===== src/rtl/hostBusPkg.sv =====
package hostBusPkg;

  // Strobes from control to datapath
  typedef struct packed {
    logic latchCtx;     // capture channel and register of a starting access
    logic latchRdData;  // capture register byte returned for a read
    logic latchWrData;  // capture bus byte at the closing edge of a write
  } ctrlStrb_t;

  typedef enum logic [1:0] {
    ST_IDLE     = 2'd0,
    ST_RD_CAP   = 2'd1,
    ST_RD_DRIVE = 2'd2,
    ST_WR_PEND  = 2'd3
  } busState_t;

endpackage


===== src/rtl/hostBusSync.sv =====
module hostBusSync #(
  parameter int WIDTH = 8,
  parameter int STAGES = 2,
  parameter logic [WIDTH-1:0] IDLE_VAL = '0
) (
  input  logic             clk,
  input  logic             rstN,
  input  logic [WIDTH-1:0] asyncIn,
  output logic [WIDTH-1:0] syncOut
);

  logic [WIDTH-1:0] chain [STAGES];

  generate
    for (genvar s = 0; s < STAGES; s++) begin : g_stage
      if (s == 0) begin : g_first
        always_ff @(posedge clk or negedge rstN) begin
          if (!rstN) chain[s] <= IDLE_VAL;
          else       chain[s] <= asyncIn;
        end
      end else begin : g_next
        always_ff @(posedge clk or negedge rstN) begin
          if (!rstN) chain[s] <= IDLE_VAL;
          else       chain[s] <= chain[s-1];
        end
      end
    end
  endgenerate

  assign syncOut = chain[STAGES-1];

endmodule


===== src/rtl/hostBusCtrl.sv =====
module hostBusCtrl
  import hostBusPkg::*;
#(
  parameter int NUM_CHAN = 4
) (
  input  logic                clk,
  input  logic                rstN,
  input  logic                modeSep,
  input  logic                rdS,
  input  logic                wrS,
  input  logic [NUM_CHAN-1:0] csS,
  output ctrlStrb_t           strb,
  output logic                reqRead,
  output logic                reqWrite,
  output logic                dataOe
);

  localparam int CNT_W = $clog2(NUM_CHAN + 1);

  busState_t state, stateNext;
  logic rdPrev, wrPrev, selPrev;
  logic rdFall, rdRise, wrFall, wrRise, selFall, selRise;
  logic [CNT_W-1:0] selCnt;
  logic oneSel;
  logic startRd, startWr, endRd, endWr;

  // Edge history of synchronized strobes (idle level is high)
  always_ff @(posedge clk or negedge rstN) begin
    if (!rstN) begin
      rdPrev  <= 1'b1;
      wrPrev  <= 1'b1;
      selPrev <= 1'b1;
    end else begin
      rdPrev  <= rdS;
      wrPrev  <= wrS;
      selPrev <= csS[0];
    end
  end

  assign rdFall  = rdPrev & ~rdS;
  assign rdRise  = ~rdPrev & rdS;
  assign wrFall  = wrPrev & ~wrS;
  assign wrRise  = ~wrPrev & wrS;
  assign selFall = selPrev & ~csS[0];
  assign selRise = ~selPrev & csS[0];

  // Count asserted per-channel selects
  always_comb begin
    selCnt = '0;
    for (int i = 0; i < NUM_CHAN; i++) begin
      if (!csS[i]) selCnt = selCnt + 1'b1;
    end
  end
  assign oneSel = (selCnt == CNT_W'(1));

  // Access boundaries for the two bus styles
  always_comb begin
    if (modeSep) begin
      startRd = rdFall & oneSel;
      startWr = wrFall & oneSel & ~rdFall;
      endRd   = rdRise;
      endWr   = wrRise;
    end else begin
      startRd = selFall & wrS;
      startWr = selFall & ~wrS;
      endRd   = selRise;
      endWr   = selRise;
    end
  end

  always_comb begin
    stateNext = state;
    case (state)
      ST_IDLE: begin
        if (startRd)      stateNext = ST_RD_CAP;
        else if (startWr) stateNext = ST_WR_PEND;
      end
      ST_RD_CAP:   stateNext = endRd ? ST_IDLE : ST_RD_DRIVE;
      ST_RD_DRIVE: if (endRd) stateNext = ST_IDLE;
      ST_WR_PEND:  if (endWr) stateNext = ST_IDLE;
      default:     stateNext = ST_IDLE;
    endcase
  end

  always_ff @(posedge clk or negedge rstN) begin
    if (!rstN) begin
      state    <= ST_IDLE;
      reqRead  <= 1'b0;
      reqWrite <= 1'b0;
    end else begin
      state    <= stateNext;
      reqRead  <= (state == ST_IDLE) & startRd;
      reqWrite <= (state == ST_WR_PEND) & endWr;
    end
  end

  assign strb.latchCtx    = (state == ST_IDLE) & (startRd | startWr);
  assign strb.latchRdData = (state == ST_RD_CAP);
  assign strb.latchWrData = (state == ST_WR_PEND) & endWr;
  assign dataOe           = (state == ST_RD_DRIVE);

  AST_READ_ONE_CYCLE: assert property (@(posedge clk) disable iff (!rstN) reqRead |=> !reqRead);
  AST_WRITE_ONE_CYCLE: assert property (@(posedge clk) disable iff (!rstN) reqWrite |=> !reqWrite);
  AST_NO_RW_OVERLAP: assert property (@(posedge clk) disable iff (!rstN) !(reqRead && reqWrite));
  AST_WRITE_FROM_PEND: assert property (@(posedge clk) disable iff (!rstN) $rose(reqWrite) |-> $past(state) == ST_WR_PEND);
  AST_MULTI_SEL_IGNORED: assert property (@(posedge clk) disable iff (!rstN) (modeSep && rdFall && !oneSel && state == ST_IDLE) |=> !reqRead);

endmodule


===== src/rtl/hostBusDatapath.sv =====
module hostBusDatapath
  import hostBusPkg::*;
#(
  parameter int NUM_CHAN = 4,
  parameter int ADDR_W = 3,
  parameter int DATA_W = 8,
  localparam int CHAN_W = $clog2(NUM_CHAN)
) (
  input  logic                clk,
  input  logic                rstN,
  input  logic                modeSep,
  input  logic [NUM_CHAN-1:0] csS,
  input  logic [ADDR_W-1:0]   addrS,
  input  logic [DATA_W-1:0]   dataS,
  input  ctrlStrb_t           strb,
  input  logic [DATA_W-1:0]   regRdData,
  output logic [CHAN_W-1:0]   reqChan,
  output logic [ADDR_W-1:0]   reqReg,
  output logic [DATA_W-1:0]   reqWData,
  output logic [DATA_W-1:0]   dataOut
);

  logic [CHAN_W-1:0] sepIdx, chanDec;
  logic [DATA_W-1:0] rdHold;

  // Separate mode: index of the low select line
  always_comb begin
    sepIdx = '0;
    for (int i = 0; i < NUM_CHAN; i++) begin
      if (!csS[i]) sepIdx = CHAN_W'(i);
    end
  end

  // Combined mode: select lines above the device select carry the channel
  assign chanDec = modeSep ? sepIdx : csS[CHAN_W:1];

  always_ff @(posedge clk or negedge rstN) begin
    if (!rstN) begin
      reqChan  <= '0;
      reqReg   <= '0;
      reqWData <= '0;
      rdHold   <= '0;
    end else begin
      if (strb.latchCtx) begin
        reqChan <= chanDec;
        reqReg  <= addrS;
      end
      if (strb.latchRdData) rdHold   <= regRdData;
      if (strb.latchWrData) reqWData <= dataS;
    end
  end

  assign dataOut = rdHold;

  AST_CTX_STABLE_UNLESS_START: assert property (@(posedge clk) disable iff (!rstN) !strb.latchCtx |=> $stable(reqChan) && $stable(reqReg));

endmodule


===== src/rtl/hostBusPort.sv =====
module hostBusPort
  import hostBusPkg::*;
#(
  parameter int NUM_CHAN = 4,
  parameter int ADDR_W = 3,
  parameter int DATA_W = 8,
  parameter int SYNC_STAGES = 2,
  localparam int CHAN_W = $clog2(NUM_CHAN)
) (
  input  logic                clk,
  input  logic                rstN,
  input  logic                modeSep,
  input  logic                rdN,
  input  logic                wrN,
  input  logic [NUM_CHAN-1:0] csN,
  input  logic [ADDR_W-1:0]   addrIn,
  input  logic [DATA_W-1:0]   dataIn,
  output logic [DATA_W-1:0]   dataOut,
  output logic                dataOe,
  output logic                reqRead,
  output logic                reqWrite,
  output logic [CHAN_W-1:0]   reqChan,
  output logic [ADDR_W-1:0]   reqReg,
  output logic [DATA_W-1:0]   reqWData,
  input  logic [DATA_W-1:0]   regRdData
);

  localparam int SYNC_W = 2 + NUM_CHAN + ADDR_W + DATA_W;
  localparam logic [SYNC_W-1:0] SYNC_IDLE = {2'b11, {NUM_CHAN{1'b1}}, {(ADDR_W + DATA_W){1'b0}}};

  logic [SYNC_W-1:0] syncBus;
  logic rdS, wrS;
  logic [NUM_CHAN-1:0] csS;
  logic [ADDR_W-1:0] addrS;
  logic [DATA_W-1:0] dataS;
  ctrlStrb_t strb;

  // Address and data share the strobe pipeline so they stay aligned
  hostBusSync #(.WIDTH(SYNC_W), .STAGES(SYNC_STAGES), .IDLE_VAL(SYNC_IDLE)) uSync (
    .clk(clk), .rstN(rstN),
    .asyncIn({rdN, wrN, csN, addrIn, dataIn}),
    .syncOut(syncBus)
  );
  assign {rdS, wrS, csS, addrS, dataS} = syncBus;

  hostBusCtrl #(.NUM_CHAN(NUM_CHAN)) uCtrl (
    .clk(clk), .rstN(rstN), .modeSep(modeSep),
    .rdS(rdS), .wrS(wrS), .csS(csS),
    .strb(strb), .reqRead(reqRead), .reqWrite(reqWrite), .dataOe(dataOe)
  );

  hostBusDatapath #(.NUM_CHAN(NUM_CHAN), .ADDR_W(ADDR_W), .DATA_W(DATA_W)) uData (
    .clk(clk), .rstN(rstN), .modeSep(modeSep),
    .csS(csS), .addrS(addrS), .dataS(dataS), .strb(strb),
    .regRdData(regRdData),
    .reqChan(reqChan), .reqReg(reqReg), .reqWData(reqWData), .dataOut(dataOut)
  );

  AST_OUT_STABLE_WHILE_DRIVEN: assert property (@(posedge clk) disable iff (!rstN) (dataOe && $past(dataOe)) |-> $stable(dataOut));
  AST_OE_AFTER_READ_REQ: assert property (@(posedge clk) disable iff (!rstN) $rose(dataOe) |-> $past(reqRead));

endmodule


===== config.mk =====
export PLATFORM = sky130hd
export DESIGN_NAME = hostBusPort
export DESIGN_NICKNAME = d
export VERILOG_FILES = /design/src/rtl/hostBusPkg.sv /design/src/rtl/hostBusSync.sv /design/src/rtl/hostBusCtrl.sv /design/src/rtl/hostBusDatapath.sv /design/src/rtl/hostBusPort.sv
export SDC_FILE = /design/constraint.sdc
export NUM_CORES = 1
export LEC_CHECK = 0
export CAP_MARGIN = 10
export CORE_MARGIN = 1.5
export CORE_UTILIZATION = 33
export CTS_BUF_LIST = sky130_fd_sc_hd__clkbuf_16
export DETAILED_ROUTE_END_ITERATION = 7
export DONT_BUFFER_PORTS = 1
export PLACE_DENSITY = 0.54
export SLEW_MARGIN = 10
export SYNTH_ARGS = -nofsm -noshare
export SYNTH_HDL_FRONTEND = slang
export SYNTH_HIERARCHICAL = 1
export SYNTH_SLANG_ARGS = --single-unit
export TNS_END_PERCENT = 10

===== constraint.sdc =====
create_clock -name clk -period 3.05 [get_ports clk]
set_input_delay 0.305 -clock clk [delete_from_list [all_inputs] [get_ports clk]]
set_output_delay 0.305 -clock clk [all_outputs]
set_load 0.05 [all_outputs]

Word-level counts from Yosys, hierarchy flattened
Index checks and enable logic that the tools add are counted. Widths: inputs -> output; s select.

Register bits: 62. Input bits: 28.

Add/sub/neg operators: 3. Equality and inequality tests: 7. Muxes and demuxes: 18. Bitwise gates (word level): 22. Reductions and logical operators: 2.

Operators by type and width (number): $mux 2 (8); $and 1x1->1 (14); $mux 3 (3); $pmux 2 s4 (1); $not 1->1 (7); $add 3x1->3 const B (2); $mux 1 (6); $eq 2x2->1 const B (2); $ne 2x1->1 const B (2); $eq 3x1->1 const B (1); $ne 3x1->1 const B (1); $reduce_and 3->1 (1); $add 1x1->2 const B (1); $eq 2x1->1 const B (1); $logic_not 2->1 (1); $or 1x1->1 (1).

Depth between registers and ports, before layout
Gate-level depths: netlist of the first run.

Depth after elaboration: 14. Gate-level depth with buffers: 13. Gate-level depth less buffers: 11.

Cells and area by module
Netlist of the first run, hierarchy kept.

Modules (own cells, without submodules): hostBusSync (times used 1, cells an instance 51, area each 993.5 sq um, seq. area each 865.8 sq um); hostBusDatapath (times used 1, cells an instance 53, area each 893.4 sq um, seq. area each 525.5 sq um); hostBusCtrl (times used 1, cells an instance 52, area each 484.2 sq um, seq. area each 178.9 sq um).

Worst setup path before layout of the first run
Ideal clock, no wire load.

Path type: flip-flop to flip-flop. Start: register uSync.chain (netlist bit uSync/syncOut[11]). End: register uData.reqReg[0]. Library setup time: 0.125 ns. Data arrival time: 2.647 ns. Setup slack: 0.277 ns. Stages on the path, launching flop included: 12. Clock period less this slack: 2.773 ns. Cell sequence: dfstp_2 -> buf_4 -> inv_1 -> ha_1 -> or2b_1 -> and2_2 -> ha_1 -> a211oi_2 -> o2111ai_2 -> o21bai_1 -> buf_6 -> mux2_4.

RTL lines: start, declared (RTL line hostBusSync.sv:12) `logic [WIDTH-1:0] chain [STAGES];`; start signal, assigned by index (RTL line hostBusSync.sv:24) `else chain[s] <= chain[s-1];`; end signal, assigned (RTL line hostBusDatapath.sv:46) `reqReg <= addrS;`; end, declared (RTL line hostBusDatapath.sv:18) `output logic [ADDR_W-1:0] reqReg,`.

==> metrics, run 1 <==
Inserted Clock Buffers=9; Pwr Density=just over 1000 nW/um2; Die ar.=just under 8000 um2; Layout area overhead=20.90%; post-synthesis cell count=around 160; Seq/Total Area, Yosys=0.6623; worst slack, placed=between 150 and 200 ps; startpoint types=flip-flop; Lkg Pwr=between 1 and 1.5 nW; critical path fanouts, max=7; # setup viols final=0; FF/Latch Area=between 1500 and 2000 um2; setup ws final=approximately 220 ps; IR drop worst, VDD=roughly 0.00045 V; Setup crit end=uData/reqReg[0]; CTS tree=yes; Pins Over Slew Limit=0; vias in the first global route=approximately 1,300; Worst R2R Setup Slack=roughly 220 ps; Rows=30; DR pass1 iterations=4; Initial Util=0.3452; status=finished clean; GPL Wtd Cong=approximately 0.84; # Max-Cap Violations=0; final hold vios=0; Max Buffers Root-to-Sink=2; Peak Freq=353.4 MHz; total power=approximately 3.0 mW; footprint of the multi-input gates=613.1 um2; Rel. slew slack=0.3439; CP endpoint kind=flip-flop; Worst Hold Class=input pin to flip-flop; largest net degree at the start of global routing=63; Clock transition at path regs=about 60 ps; Residual DRC=0; worst flop-to-flop path startpoint=uSync/syncOut[11]; Port Buf Inserts=0; Mapped Area=between 2000 and 2500 um2; Worst EP arrival=around 3000 ps; final worst path period need=roughly 2800 ps; fin nets=around 200; first-pass GRT wire length=between 6 and 7 mm; Mapped Nets=187; antenna violations before repair=0; clock sinks=62; mean post-synth cell area=~15 um2; source of the critical timing path=uSync/syncOut[11]; Resized Gates After CTS=0; Final Util=0.4173; Cell variety after synth=36; Post-Route Skew=between 6 and 7 ps; top_reg_cell synth=dfrtp_1; Overall Global Routing Usage=0.1103; Post-synth EDFFs=0; layout cell share with drive strength beyond 1=0.3429; worst hold slack=approximately 130 ps; CTS H-tree depth=3; GR Overflow Total=0; CP required=around 3300 ps; vias=1,189; later-pin clock latency in the skew report=approximately 320 ps; die width=87.77 um; antenna-violating nets left=0; reg2reg end=uData/reqReg[0]; Fillers=roughly 630; DIE HEIGHT=between 80 and 90 um; fraction of registers with async set/reset=1.000; DR WL/cell=approximately 14 um; Worst Tran Pin Value=982.1 ps; Yosys warnings=6; antenna cells=0; Yosys reg bits=62; fin crit share=0.9279; root buf cell=clkbuf_16; reg2reg path depth=10; Vias per Instance=between 4 and 5; core area=just under 7000 um2; setup TNS=0 ps; total wire length=3.707 mm; Post-DP HPWL=approximately 2.4 mm; Crit Path Category=flip-flop to flip-flop; First DRT Iteration DRCs=75; I/O pins=52; RSZ-0062 raised after global routing=false
-- how the worst min path moves through the flow --
| stage | cells past startpoint | end | from |
|---|---|---|---|
| finish | 1 | uData/dataOut[7] | regRdData[7] |
| global route | 1 | uData/dataOut[7] | regRdData[7] |
| CTS | 1 | uData/dataOut[3] | regRdData[3] |
| detailed placement | 0 | uData/dataOut[7] | rstN |
| global placement | 0 | uData/dataOut[5] | rstN |
| floorplan | 0 | uCtrl/reqRead | rstN |
-- Yosys cell counts, types with 2 or more instances --
cell type	instances	area share
a21oi_1	3	0.0063
buf_4	17	0.054
buf_6	3	0.014
dfrtp_1	47	0.50
dfstp_2	15	0.17
ha_1	3	0.016
inv_1	7	0.011
mux2_4	19	0.12
nand2_1	7	0.011
nand3b_1	2	0.0063
nor2_1	2	0.0032
nor2b_1	2	0.0053
o21ai_0	3	0.0063
o21ai_1	3	0.0063
or2b_1	2	0.0063
-- cells by family after synthesis --
| kind of cell | share of synthesized area |
|---|---|
| AO/OA/AOI/OAI | 0.05594 |
| XOR/XNOR | 0.003695 |
| adder cells (fa/ha/maj) | 0.01583 |
| buffers and inverters | 0.07916 |
| flip-flops | 0.6623 |
| multiplexers | 0.1203 |
| AND/OR/NAND/NOR | 0.06280 |
-- sequential cells by signal, indices dropped and copies added, names as in the netlist, 2 cells and up --
name	count
uSync/syncOut	17
uData/reqWData	8
uData/reqChan	2
uCtrl/state	2
uData/dataOut	8
uData/reqReg	3
uSync/chain	17
-- cell type report --
class,instances,share of cell area
clock buffers,9,0.07857
clock inverters,7,0.02575
inverters,7,0.009166
multi-input cells,67,0.2139
flip-flops and latches,62,0.5478
well taps,96,0.04190
repair buffers,23,0.08293
-- per-stage QoR --
| step | instances | area [um2] |
|---|---|---|
| after global placement | 234 | 2345 |
| final | 271 | 2867 |
| after detailed placement | 234 | 2345 |
| after CTS | 269 | 2851 |
| after floorplan | 156 | 2371 |
| after global routing | 271 | 2867 |
-- critical path, stage by stage (launching register included) --
cell and delay [ps]:
dfstp_2 570, inv_1 70, ha_1 340, or2b_1 270, and2_2 200, ha_1 290
a211oi_2 170, o2111ai_2 150, o21bai_1 160, buf_4 180, mux2_4 300
-- layer usage --
layer	global-route usage	vias to the layer above	wire, um	part of all wire
met5	0	-	0	0
met3	0.05184	9	207	0.056
met2	0.1693	31	1903	0.51
met1	0.1233	611	1488	0.40
li1	-	538	-	-
met4	0.07071	0	108	0.029
-- report_power, final --
part	switching (mW)	internal, mW
Sequential	0.636	0.994
Combinational	0.121	0.227
Clock	0.356	0.634
Total	1.11	1.86
-- placed cells by master, fill, tap and decap left out, types with 2 or more instances in the layout --
cell           synthesis  routed
dfrtp_1               47      47
mux2_4                19      19
dlygate4sd3_1          0      18
dfstp_2               15      15
clkbuf_16              0       9
inv_1                  7       8
nand2_1                7       7
buf_4                 17       4
clkinv_4               0       3
o21ai_0                3       3
o21ai_1                3       3
a21oi_1                3       3
ha_1                   3       3
or2b_1                 2       2
nor2b_1                2       2
nand3b_1               2       2
nor2_1                 2       2
-- timing repair --
item / CTS / global route
hold buffers: 19 / 0
buffers inserted: 0 / 2
setup endpoints to repair: 0 / 3
endpoints found under the hold margin: 79 / 0
(Power assumes the default switching activity.)
==> inputs of run 2 (changes only) <==
- REMOVE_ABC_BUFFERS: default -> 1
- SYNTH_HIERARCHICAL: 1 -> default
==> metrics, run 2 <==
most frequent CP cell=ha_1; internal power=~1.9 mW; Yosys warnings=0; largest net degree at the start of global routing=63; Crit Path Category=flip-flop to flip-flop; hold_sp=regRdData[4]; area leader, netlist=dfrtp_1; worst slack, placed=around 31 ps; P_sw=around 1.0 mW; postcts setup bufs=0; antenna violations before repair=0; die width=84.92 um; CTS H-tree depth=3; DR pass1 iterations=8; top cells by area, synth=dfrtp_1, dfstp_2, mux2_2; layout cell share with drive strength beyond 1=0.3713; fin crit share=0.9585; Peak Freq=342.1 MHz; worst hold slack=roughly 130 ps; setup TNS=0 ps; Layout area overhead=26.95%; Post-synth EDFFs=0; startpoint types=flip-flop; fin nets=around 190; Non-Filler Instances=244; most frequent cells in the layout=dfrtp_1, dlygate4sd3_1, mux2_2; core area=between 6000 and 7000 um2; fraction of registers with async set/reset=1.000; slowest CP cell=dfstp_2; Worst path max stage delay=roughly 550 ps; total wire length=~3.7 mm; Lkg Pwr=approximately 1.2 nW; Pwr Density=1036 nW/um2; source of the critical timing path=uSync.syncOut[11]; root buf cell=clkbuf_16; commonest non-fill, non-tap cell in the layout=dfrtp_1; placed instance count=between 200 and 250; post-synth top area share=0.5311; Combinational Power Share=0.103; Initial Util=0.3448; RSZ-0062 raised after global routing=false; CP endpoint kind=flip-flop; I/O pins=52; FF/Latch Area=~1600 um2; Mapped Area=roughly 2200 um2; CP delay by family, top=simple AND/OR/NAND/NOR gates; Overall Global Routing Usage=0.1129; GPL Wtd Cong=about 0.70; # setup viols final=0; Synth top cells by count=dfrtp_1, mux2_2, dfstp_2, nand2_1; status=finished with violations; crit path cell chain=inv_1 > ha_1 > xnor2_1 > ha_1 > nor4b_1 > or4_1 > a41oi_1 > or3_4 > mux2_4; most frequent cell after synthesis=dfrtp_1; Rel. slew slack=0.5666; switching share of total power=0.3563; Cell variety after synth=36; Vias per Instance=roughly 4.7; CTS tree=yes; setup ws final=approximately 130 ps; Inserted Clock Buffers=9; First DRT Iteration DRCs=44; Clock Power Share=0.371; Yosys reg bits=62; Worst Hold Class=input pin to flip-flop; DR WL/cell=~15 um; Worst Tran Pin Value=around 650 ps; post-synthesis cell count=~140; Pins Over Slew Limit=0; Residual DRC=6; Post-Route Skew=4.530 ps; CP required=between 3000 and 4000 ps; Post-DP HPWL=~2.3 mm; Final Util=0.4378; DIE HEIGHT=approximately 85 um; Fillers=~570; Seq/Total Area, Yosys=0.7090; top_reg_cell synth=dfrtp_1; CP bufs+invs=1; Worst EP arrival=about 3100 ps; Max Buffers Root-to-Sink=2; critical path fanouts, max=6; # Max-Cap Violations=0; mean post-synth cell area=16.28 um2; vias=between 1,000 and 1,500; clock sinks=62; Port Buf Inserts=0; footprint of the multi-input gates=slightly below 600 um2; later-pin clock latency in the skew report=~320 ps; vias in the first global route=around 1,200; Flop pwr share=0.526; GR Overflow Total=0; antenna cells=0; Die ar.=a little over 7000 um2; worst flop-to-flop path startpoint=uSync.syncOut[11]; Clock transition at path regs=50 ps; IR drop worst, VDD=about 0.00043 V; final hold vios=0; antenna-violating nets left=0; final worst path period need=approximately 2900 ps; Rows=29; failing checks=DRC; first-pass GRT wire length=roughly 6 mm
[run 2: metal layers]
metal,part of all wire,track usage,vias up
met1,0.41,0.1195,582
met4,0.023,0.06259,0
met5,0,0,-
met3,0.079,0.06128,10
li1,-,-,524
met2,0.49,0.1804,41
[run 2: path summary, 6_finish.rpt]
check | cells after the start | slack, ps | to
worst max-delay path | 9 | 130 | uData.reqChan[0]
worst min-delay path | 1 | 130 | uData.dataOut[4]
worst max register to register | 9 | 130 | uData.reqChan[0]
worst min register to register | 0 | 350 | uSync.syncOut[0]
max in group asynchronous | 2 | 2220 | uSync.chain[29]
min in group asynchronous | 2 | 540 | uData.dataOut[0]
[run 2: layout make-up]
cell class	count	share of cell area
tap	77	0.03427
multi-input combinational	64	0.2092
clock buffer	9	0.08011
timing repair buffer	20	0.07655
sequential	62	0.5585
clock inverter	7	0.03471
inverter	5	0.006676
[run 2: power by group through the flow]
stage | Combinational [mW] | Clock [mW] | Sequential (mW)
after global routing | 0.328 | 1.15 | 1.55
after detailed placement | 0.263 | 0 | 1.55
after CTS | 0.301 | 1.11 | 1.53
final | 0.299 | 1.08 | 1.53
after floorplan | 0.231 | 0 | 1.51
after global placement | 0.249 | 0 | 1.54
[run 2: metrics by stage]
step	power [mW]	instance area, um2
after floorplan	1.744	2172
after global placement	1.793	2276
after detailed placement	1.813	2276
after CTS	2.945	2796
after global routing	3.034	2811
final	2.912	2811
[run 2: kinds of logic after synthesis]
kind of cell             Yosys count  synth area share
adder cells (fa/ha/maj)            3           0.01695
AO/OA/AOI/OAI                     13           0.04294
flip-flops                        62            0.7090
buffers and inverters             10           0.02768
multiplexers                      21            0.1130
AND/OR/NAND/NOR                   25           0.08249
XOR/XNOR                           2          0.007911
[run 2: repair_timing]
| item | in CTS | in global routing |
|---|---|---|
| resized for setup | 0 | 1 |
| hold endpoints to repair | 78 | 1 |
| setup endpoints to repair | 0 | 4 |
| hold buffers | 18 | 1 |
